## src/rtl/ctmr_pkg.sv

```systemverilog
package ctmr_pkg;

  typedef struct packed {
    logic [1:0] sel;
    logic [1:0] access;
    logic [2:0] mode;
    logic       bcd;
  } ctrl_word_t;

  localparam logic [1:0] SEL_NONE     = 2'b11;
  localparam logic [1:0] ACC_LO_HI    = 2'b11;
  localparam logic [2:0] MODE_ONESHOT = 3'b000;
  localparam logic [2:0] MODE_RATE    = 3'b010;

  function automatic logic word_legal(ctrl_word_t w);
    logic mode_ok;
    mode_ok = (w.mode == MODE_ONESHOT) || (w.mode == MODE_RATE);
    return (w.sel != SEL_NONE) && (w.access == ACC_LO_HI) && !w.bcd && mode_ok;
  endfunction

endpackage

```

## src/rtl/ctmr_ctrl_decode.sv

```systemverilog
module ctmr_ctrl_decode
  import ctmr_pkg::*;
(
  input  logic       ctrl_wr,
  input  logic [7:0] ctrl_byte,
  output logic [2:0] mode_ld,
  output logic [2:0] mode_val,
  output logic       ctrl_bad
);

  ctrl_word_t word;
  logic       legal;

  always_comb begin
    word     = ctrl_word_t'(ctrl_byte);
    legal    = word_legal(word);
    ctrl_bad = ctrl_wr && !legal;
    mode_val = word.mode;
    mode_ld  = 3'b000;
    if (ctrl_wr && legal) begin
      mode_ld[word.sel] = 1'b1;
    end
  end

endmodule

```

## src/rtl/ctmr_rate_counter.sv

```systemverilog
module ctmr_rate_counter #(
  parameter int DATA_W = 8
) (
  input  logic              clk,
  input  logic              rst_n,
  input  logic              stop,
  input  logic              wr_en,
  input  logic              rd_en,
  input  logic [DATA_W-1:0] wr_byte,
  output logic [DATA_W-1:0] rd_byte,
  output logic              term_cnt
);

  localparam int CNT_W = 2 * DATA_W;
  localparam logic [CNT_W-1:0] ONE = CNT_W'(1);

  logic [CNT_W-1:0] preset_q, count_q;
  logic             ptr_q, run_q;

  function automatic logic [CNT_W-1:0] next_count(logic [CNT_W-1:0] cur,
                                                  logic [CNT_W-1:0] pre,
                                                  logic at_end);
    return at_end ? pre : cur - ONE;
  endfunction

  assign term_cnt = run_q && (count_q == ONE) && !wr_en && !stop;
  assign rd_byte  = ptr_q ? count_q[CNT_W-1:DATA_W] : count_q[DATA_W-1:0];

  always_ff @(posedge clk or negedge rst_n) begin
    if (!rst_n) begin
      preset_q <= '0;
      count_q  <= '0;
      ptr_q    <= 1'b0;
      run_q    <= 1'b0;
    end else if (stop) begin
      ptr_q <= 1'b0;
      run_q <= 1'b0;
    end else if (wr_en) begin
      ptr_q <= ~ptr_q;
      if (!ptr_q) begin
        preset_q[DATA_W-1:0] <= wr_byte;
        count_q[DATA_W-1:0]  <= wr_byte;
      end else begin
        preset_q[CNT_W-1:DATA_W] <= wr_byte;
        count_q <= {wr_byte, count_q[DATA_W-1:0]};
        run_q   <= 1'b1;
      end
    end else begin
      if (rd_en) ptr_q <= ~ptr_q;
      if (run_q) count_q <= next_count(count_q, preset_q, term_cnt);
    end
  end

endmodule

```

## src/rtl/ctmr_interval_counter.sv

```systemverilog
module ctmr_interval_counter
  import ctmr_pkg::*;
#(
  parameter int DATA_W = 8
) (
  input  logic              clk,
  input  logic              rst_n,
  input  logic              mode_ld,
  input  logic [2:0]        mode_val,
  input  logic              step,
  input  logic              wr_en,
  input  logic              rd_en,
  input  logic [DATA_W-1:0] wr_byte,
  output logic [DATA_W-1:0] rd_byte,
  output logic              expire
);

  localparam int CNT_W = 2 * DATA_W;
  localparam logic [CNT_W-1:0] ONE = CNT_W'(1);

  logic [CNT_W-1:0] preset_q, count_q;
  logic [2:0]       mode_q;
  logic             ptr_q, armed_q, repeat_mode;

  function automatic logic [CNT_W-1:0] after_step(logic [CNT_W-1:0] cur,
                                                  logic [CNT_W-1:0] pre,
                                                  logic at_end, logic again);
    if (!at_end) return cur - ONE;
    return again ? pre : '0;
  endfunction

  assign repeat_mode = (mode_q == MODE_RATE);
  assign expire  = armed_q && step && (count_q == ONE) && !wr_en && !mode_ld;
  assign rd_byte = ptr_q ? count_q[CNT_W-1:DATA_W] : count_q[DATA_W-1:0];

  always_ff @(posedge clk or negedge rst_n) begin
    if (!rst_n) begin
      preset_q <= '0;
      count_q  <= '0;
      mode_q   <= MODE_ONESHOT;
      ptr_q    <= 1'b0;
      armed_q  <= 1'b0;
    end else if (mode_ld) begin
      mode_q  <= mode_val;
      ptr_q   <= 1'b0;
      armed_q <= 1'b0;
    end else if (wr_en) begin
      ptr_q <= ~ptr_q;
      if (!ptr_q) begin
        preset_q[DATA_W-1:0] <= wr_byte;
        count_q[DATA_W-1:0]  <= wr_byte;
      end else begin
        preset_q[CNT_W-1:DATA_W] <= wr_byte;
        count_q <= {wr_byte, count_q[DATA_W-1:0]};
        armed_q <= 1'b1;
      end
    end else begin
      if (rd_en) ptr_q <= ~ptr_q;
      if (armed_q && step) begin
        count_q <= after_step(count_q, preset_q, expire, repeat_mode);
        if (expire) armed_q <= repeat_mode;
      end
    end
  end

endmodule

```

## src/rtl/cascade_timer.sv

```systemverilog
module cascade_timer #(
  parameter int DATA_W = 8
) (
  input  logic              clk,
  input  logic              rst_n,
  input  logic [1:0]        bus_addr,
  input  logic [DATA_W-1:0] bus_wdata,
  input  logic              bus_wr,
  input  logic              bus_rd,
  output logic [DATA_W-1:0] bus_rdata,
  input  logic              stat_clr,
  input  logic [1:0]        stat_clr_bits,
  output logic              rate_out,
  output logic              tick_irq,
  output logic              intvl_irq,
  output logic              tick_sticky,
  output logic              intvl_sticky,
  output logic              cfg_err
);

  localparam int N_RATE = 2;
  localparam int IV_IDX = N_RATE;
  localparam logic [1:0] CTRL_ADDR = 2'd3;

  logic [2:0]        mode_ld;
  logic [2:0]        mode_val;
  logic              ctrl_bad;
  logic              ctrl_wr;
  logic [N_RATE-1:0] tc_rate;
  logic [DATA_W-1:0] rate_rd [N_RATE];
  logic [DATA_W-1:0] iv_rd;
  logic              iv_fire;
  logic              iv_wr, iv_rdsel;

  assign ctrl_wr  = bus_wr && (bus_addr == CTRL_ADDR);
  assign iv_wr    = bus_wr && (bus_addr == 2'(IV_IDX));
  assign iv_rdsel = bus_rd && !bus_wr && (bus_addr == 2'(IV_IDX));

  ctmr_ctrl_decode u_dec (
    .ctrl_wr  (ctrl_wr),
    .ctrl_byte(bus_wdata),
    .mode_ld  (mode_ld),
    .mode_val (mode_val),
    .ctrl_bad (ctrl_bad)
  );

  for (genvar gi = 0; gi < N_RATE; gi++) begin : g_rate
    logic sel_here;
    assign sel_here = (bus_addr == 2'(gi));
    ctmr_rate_counter #(.DATA_W(DATA_W)) u_cnt (
      .clk     (clk),
      .rst_n   (rst_n),
      .stop    (mode_ld[gi]),
      .wr_en   (bus_wr && sel_here),
      .rd_en   (bus_rd && !bus_wr && sel_here),
      .wr_byte (bus_wdata),
      .rd_byte (rate_rd[gi]),
      .term_cnt(tc_rate[gi])
    );
  end

  ctmr_interval_counter #(.DATA_W(DATA_W)) u_iv (
    .clk     (clk),
    .rst_n   (rst_n),
    .mode_ld (mode_ld[IV_IDX]),
    .mode_val(mode_val),
    .step    (tc_rate[1]),
    .wr_en   (iv_wr),
    .rd_en   (iv_rdsel),
    .wr_byte (bus_wdata),
    .rd_byte (iv_rd),
    .expire  (iv_fire)
  );

  always_comb begin
    bus_rdata = '0;
    if (bus_rd) begin
      case (bus_addr)
        2'd0:    bus_rdata = rate_rd[0];
        2'd1:    bus_rdata = rate_rd[1];
        2'd2:    bus_rdata = iv_rd;
        default: bus_rdata = '1;
      endcase
    end
  end

  always_ff @(posedge clk or negedge rst_n) begin
    if (!rst_n) begin
      rate_out     <= 1'b0;
      tick_irq     <= 1'b0;
      intvl_irq    <= 1'b0;
      tick_sticky  <= 1'b0;
      intvl_sticky <= 1'b0;
      cfg_err      <= 1'b0;
    end else begin
      rate_out     <= tc_rate[0];
      tick_irq     <= tc_rate[1];
      intvl_irq    <= iv_fire;
      cfg_err      <= ctrl_bad;
      tick_sticky  <= tc_rate[1] | (tick_sticky & ~(stat_clr & stat_clr_bits[0]));
      intvl_sticky <= iv_fire | (intvl_sticky & ~(stat_clr & stat_clr_bits[1]));
    end
  end

endmodule

```

## config.mk

```make
export PLATFORM = sky130hd
export DESIGN_NAME = cascade_timer
export DESIGN_NICKNAME = d
export VERILOG_FILES = /design/src/rtl/ctmr_pkg.sv /design/src/rtl/ctmr_ctrl_decode.sv /design/src/rtl/ctmr_rate_counter.sv /design/src/rtl/ctmr_interval_counter.sv /design/src/rtl/cascade_timer.sv
export SDC_FILE = /design/constraint.sdc
export NUM_CORES = 1
export LEC_CHECK = 0
export BUFFER_PORTS_ARGS = -buffer_cell sky130_fd_sc_hd__buf_2
export CAP_MARGIN = 5
export CELL_PAD_IN_SITES_DETAIL_PLACEMENT = 0
export CELL_PAD_IN_SITES_GLOBAL_PLACEMENT = 1
export CORE_MARGIN = 1.5
export CORE_UTILIZATION = 54
export CTS_BUF_LIST = sky130_fd_sc_hd__clkbuf_4 sky130_fd_sc_hd__clkbuf_8
export CTS_CLUSTER_DIAMETER = 30
export CTS_CLUSTER_SIZE = 20
export DETAILED_ROUTE_END_ITERATION = 10
export GPL_TIMING_DRIVEN = 0
export PLACE_DENSITY = 0.91
export SKIP_LAST_GASP = 1
export SYNTH_ARGS = -nofsm -noshare
export SYNTH_HDL_FRONTEND = slang
export SYNTH_SLANG_ARGS = --single-unit
```

## constraint.sdc

```tcl
create_clock -name clk -period 5.6 [get_ports clk]
set_clock_uncertainty 0.05 [all_clocks]
set_input_delay 0.84 -clock clk [delete_from_list [all_inputs] [get_ports clk]]
set_output_delay 0.84 -clock clk [all_outputs]
set_load 0.1 [all_outputs]
```

### Word level (Yosys, flattened, before mapping)

Cells that the tools add are included.

* register bits: 111
* input port bits: 17
* output and inout bits: 14

* multiplexer cells: 49
* order comparisons: 2
* add/sub/neg operators: 3
* bitwise gates (word level): 14
* equality and inequality tests: 17
* reduce and logical (&&, ||, !) cells: 63

Operators with widths (count)
* 16-bit 2-to-1 mux: 11
* 8-bit 2-to-1 mux: 10
* 16-bit by 1-bit equality test with 1-bit output (second input constant): 3
* 16-bit by 1-bit subtractor with 16-bit output (second input constant): 3
* 3-bit AND reduction: 13
* 1-bit 2-to-1 mux: 25
* 1-bit logical AND: 24
* 8-bit case mux with 3 select lines: 1
* 3-bit nonzero test: 5
* 2-bit inequality test (second input constant): 7
* 2-bit nonzero test: 7
* 1-bit logical NOT: 9
* 1-bit inverter: 8
* 2-bit equality test (second input constant): 3
* 3-bit by 2-bit equality test with 1-bit output (second input constant): 2
* 1-bit AND: 4
* 2-bit AND reduction: 2
* 3-bit logical NOT: 1
* 2-bit by 3-bit < comparator with 1-bit output (second input constant): 1
* 3-bit 2-to-1 mux: 1
* 3-bit inequality test (second input constant): 1
* 1-bit demux with 2-bit select: 1
* 2-bit by 1-bit equality test with 1-bit output (second input constant): 1
* 2-bit by 1-bit greater-or-equal comparator with 1-bit output (second input constant): 1
* other kinds (3): 4

### Logic depth before layout (Yosys ltp)

* word-level depth: 19
* depth in mapped cells: 10
* mapped depth without buffers: 9

### Hierarchy

A second synthesis with hierarchy kept.

* cells, all modules: 726
* area, all modules: 6886.6 sq um

By module, submodules not included
* ctmr_rate_counter: area each 2097.0 sq um, cells each 232, instances 2
* ctmr_interval_counter: area each 2124.5 sq um, cells each 210, instances 1
* cascade_timer: area each 465.4 sq um, cells each 41, instances 1
* ctmr_ctrl_decode: area each 102.6 sq um, cells each 11, instances 1

### Least setup slack after synthesis

Ideal clock, no wire load.

* path type: in2out
* start point: input port bus_addr[0]
* end point: output port bus_rdata[0]
* cell stages on the path: 5
* buffers on the path: 3
* arrival: 2120 ps
* slack: 2590 ps
* data required time: 4710 ps
* cells stage by stage: buf_2 clkbuf_1 buf_1 a21oi_1 o221a_2

* cells in the longest elaborated chain, start to end: 3

RTL lines
* start: declaration: line cascade_timer.sv:6 `input logic [1:0] bus_addr,`
* 2-bit equality test, or another cell as far along: line cascade_timer.sv:78 `case (bus_addr)`
* 8-bit case mux with 3 select lines *: line cascade_timer.sv:78
* 8-bit 2-to-1 mux *: line cascade_timer.sv:77 `if (bus_rd) begin`
* end: declaration: line cascade_timer.sv:10 `output logic [DATA_W-1:0] bus_rdata,`

Every way passes the cells marked *; elsewhere a longest branch is shown, timed or not.

### Worst setup path after layout

* start point: register u_iv.ptr_q
* end point: output port bus_rdata[7]

* cells in the longest elaborated chain, start to end: 3

RTL lines
* start: declaration: line ctmr_interval_counter.sv:23 `logic ptr_q, armed_q, repeat_mode;`
* start signal: assignment: line ctmr_interval_counter.sv:48 `ptr_q <= ~ptr_q;`
* start signal: assignment: line ctmr_interval_counter.sv:58 `if (rd_en) ptr_q <= ~ptr_q;`
* 8-bit 2-to-1 mux: line ctmr_interval_counter.sv:34 `assign rd_byte = ptr_q ? count_q[CNT_W-1:DATA_W] : count_q[DATA_W-1:0];`
* 8-bit case mux with 3 select lines: line cascade_timer.sv:78
* 8-bit 2-to-1 mux: line cascade_timer.sv:77

No other way between the ends.

==> impl_summary.log <==
[metrics] outcome: complete, no violations
[metrics] most used cells in the layout excluding fill and tap cells: sky130_fd_sc_hd__nand2_1 (125), sky130_fd_sc_hd__dfrtp_1 (111), sky130_fd_sc_hd__nor2_1 (51)
[metrics] element type at the critical path end: output port
[metrics] number of distinct library cells after synthesis: 82
[metrics] vias per cell: 6.268
[metrics] DR pass1 iterations: 5
[metrics] Slew @ Worst Pin: 1.037 ns
[metrics] register-to-register path setup slack: 2.79 ns
[metrics] Final Max Slew Viols: 0
[metrics] count of vias placed by the detailed router: 6,086
[metrics] final net count: 817
[metrics] final period demand of the worst path: 3.563 ns
[metrics] CTS tree: yes
[metrics] Met1 Routed Length: 8.906 mm
[metrics] Final Hold Violating Endpoints: 0
[metrics] Post-Syn Area per Cell: 9.138 um^2
[metrics] RSZ-0062 raised after global routing: no
[metrics] average wire length per cell after detail routing: 21.60 um
[metrics] post-layout util: 0.5954
[metrics] final wirelength: 20.98 mm
[metrics] clock transition time at the flip-flop clock pins of the worst setup and hold paths: 0.10 ns
[metrics] async set or reset register ratio after synthesis: 1.000
[metrics] required time of the worst setup path: 4.71 ns
[metrics] maximum clock frequency: 280.7 MHz
[metrics] worst r2r dst: u_iv.count_q[15]
[metrics] number of register bits inferred by synthesis: 111
[metrics] Row Count: 41
[metrics] number of nets with antenna violations after routing: 0
[metrics] DRC: 0
[metrics] Pwr Density: 439.7 mW/mm^2
[metrics] post-CTS setup repair buffer count: 0
[metrics] total routing usage reported by global routing: 0.3293
[metrics] cts-stage hold buffer count: 0
[metrics] Die Span Y: 116.0 um
[metrics] Min-Delay Path Class: primary input to asynchronous set/reset pin
[metrics] width of the die: 116.0 um
[metrics] standard cell core area: 0.01252 mm^2
[metrics] number of cells on the worst reg-to-reg path: 8
[metrics] number of endpoints failing setup at the final stage: 0
[metrics] vias in the first global route: 5,917
[metrics] critical path's top delay family: buffers and inverters
[metrics] final estimated routing congestion in global placement: 0.9438
[metrics] share of post-route cells with drive strength above 1: 0.1615
[metrics] final critical-path share of the clock period: 0.6362
[metrics] relative slew slack: 0.3053
[metrics] Crit path top cell by count: sky130_fd_sc_hd__clkbuf_1
[metrics] global route total overflow: 0
[metrics] number of instances in the synthesized netlist: 754
[metrics] dpl hpwl: 15.17 mm
[metrics] sequence of cells on the critical path: clkbuf_1 -> clkbuf_1 -> nor2_1 -> a21oi_1 -> o221a_2 -> buf_2
[metrics] critical path buffer and inverter count: 3
[metrics] number of enable-type register cells in the synthesized netlist: 0
[metrics] sum of met3 wire segment lengths after detailed routing: 1.201 mm
[metrics] maximum number of pins on one net before global-route repair: 62
[metrics] max capacitance violation total: 0
[metrics] kind of start point of the critical path: flop
[metrics] antenna violations before repair: 0
[metrics] Reg2Reg Launch Point: g_rate[1].u_cnt.count_q[1]
[metrics] wire length of the first global-routing pass: 32.89 mm
[metrics] number of clock buffers inserted by TritonCTS: 9
[metrics] library cell used as clock root buffer: sky130_fd_sc_hd__clkbuf_8
[metrics] clock latency on the worst-skew pair: 0.40 ns
[metrics] worst vdd ir: 279.0 uV
[metrics] most common cell after layout, fill and taps aside: sky130_fd_sc_hd__nand2_1
[metrics] Ports: 31
[metrics] post-synthesis instance area: 0.006890 mm^2
[metrics] number of diodes: 0
[metrics] Largest stage delay, worst path: 0.51 ns
[metrics] starting density of the core: 0.5505
[metrics] largest buffer count on any clock path: 2
[metrics] Syn. warnings: 0
[metrics] # port buffers: 28
[metrics] met2 wire length: 9.897 mm
[metrics] library cell contributing the largest single delay on the critical path: sky130_fd_sc_hd__clkbuf_1
[metrics] most used flip-flop cell after synthesis: sky130_fd_sc_hd__dfrtp_1
[metrics] category of the critical setup timing path: flop to output port
[metrics] post-route setup TNS: 0 ns
[metrics] Total Die Area: 0.01345 mm^2
[metrics] CP arrival: 2.67 ns
[metrics] number of nets produced by synthesis: 777
[metrics] deepest level of the CTS H-tree: 3
[metrics] TritonCTS Sinks: 111
[metrics] Area Growth Syn to Fin: 8.153%
[metrics] Seq/Total Area, Yosys: 0.4031
[metrics] maximum fanout encountered on the critical timing path: 10
[metrics] Initial DRC Count: 513
[metrics] cell leakage power: 3.242 nW
[metrics] highest routing layer actually used: met4
[metrics] PostCTS Resize Cnt: 0
sequential cells by signal (all words and copies together), names as in the netlist:
signal / flops
tick_irq: 1
tick_sticky: 1
g_rate.u_cnt.run_q: 2
u_iv.count_q: 16
u_iv.mode_q: 3
cfg_err: 1
intvl_irq: 1
u_iv.preset_q: 16
g_rate.u_cnt.ptr_q: 2
g_rate.u_cnt.preset_q: 32
u_iv.ptr_q: 1
g_rate.u_cnt.count_q: 32
u_iv.armed_q: 1
intvl_sticky: 1
rate_out: 1
how the worst max path moves through the flow:
| stage | startpoint | endpoint | slack (ns) | depth (start not counted) |
|---|---|---|---|---|
| floorplan | bus_addr[0] | bus_rdata[0] | 2.59 | 5 |
| global placement | bus_addr[0] | bus_rdata[4] | 2.09 | 7 |
| detailed placement | bus_addr[0] | bus_rdata[5] | 2.11 | 7 |
| CTS | u_iv.ptr_q | bus_rdata[7] | 2.10 | 6 |
| global route | bus_addr[0] | bus_rdata[5] | 1.95 | 7 |
| finish | u_iv.ptr_q | bus_rdata[7] | 2.04 | 6 |
metrics by stage:
stage | total power, mW | hold WS [ns] | cells | cell area (um^2) | worst slack, ns
after global routing | 3.481 | 0.4617 | 971 | 7452 | 1.954
after detailed placement | 2.793 | 0.4087 | 955 | 7276 | 2.113
after CTS | 3.262 | 0.4359 | 971 | 7452 | 2.100
after floorplan | 2.409 | 0.3848 | 754 | 6890 | 2.590
final | 3.277 | 0.4170 | 971 | 7452 | 2.037
after global placement | 2.749 | 0.3968 | 954 | 7246 | 2.093
where the power goes:
group	leakage, nW	switching, mW	internal, mW
combinational	1.79	0.769	0.567
clock	0.0912	0.293	0.179
sequential	1.36	0.354	1.11
synth_stat cells, drive strengths merged, types with 4 or more instances:
cell type / instances / area (um^2)
nand2: 125 / 469.2
dfrtp: 111 / 2778
nor2: 52 / 197.7
o21ai: 44 / 220.2
a21oi: 40 / 215.2
mux2: 30 / 337.8
clkbuf: 29 / 108.9
buf: 22 / 141.4
nand3: 20 / 110.1
nor3: 19 / 111.4
xnor2: 17 / 148.9
and2: 16 / 100.1
a211oi: 15 / 117.6
inv: 14 / 55.06
mux2i: 14 / 140.1
xor2: 13 / 113.9
a22oi: 12 / 95.09
nor4: 12 / 132.6
nand4: 11 / 83.83
o211ai: 10 / 75.07
a31oi: 9 / 56.30
o221a: 8 / 90.09
or3: 8 / 50.05
nor3b: 7 / 52.55
a221oi: 6 / 71.32
ha: 6 / 75.07
nand3b: 6 / 45.04
a21o: 5 / 38.79
and3: 5 / 31.28
nor2b: 5 / 31.28
a32oi: 4 / 35.03
and4: 4 / 37.54
nand2b: 4 / 32.53
o31ai: 4 / 30.03
or4: 4 / 33.78
layer usage:
| metal | global-route usage | vias up |
|---|---|---|
| met5 | 0 | - |
| met4 | 0.1634 | 0 |
| met3 | 0.04759 | 56 |
| met2 | 0.5302 | 243 |
| met1 | 0.4365 | 2966 |
| li1 | - | 2821 |
kinds of logic (layout without fill, tap and decap cells):
family / Yosys count / count (layout) / synth area share
buf+inv: 65 / 110 / 0.04431
mux: 44 / 44 / 0.06937
xor+xnor: 30 / 30 / 0.03813
compound gates: 187 / 187 / 0.1963
flops: 111 / 111 / 0.4031
simple gates: 311 / 311 / 0.2379
fa+ha+maj: 6 / 6 / 0.01089
area by class of cell:
type / instances / area [um^2]
tap: 172 / 215.2
fill: 1170 / 5065
clock buffer: 12 / 146.4
timing repair buffer: 29 / 170.2
sequential: 111 / 2778
inverter: 14 / 55.05
buffer: 51 / 250.2
multi-input combinational: 578 / 3807
clock inverter: 4 / 30.03
Power figures use the tool's default switching activity.
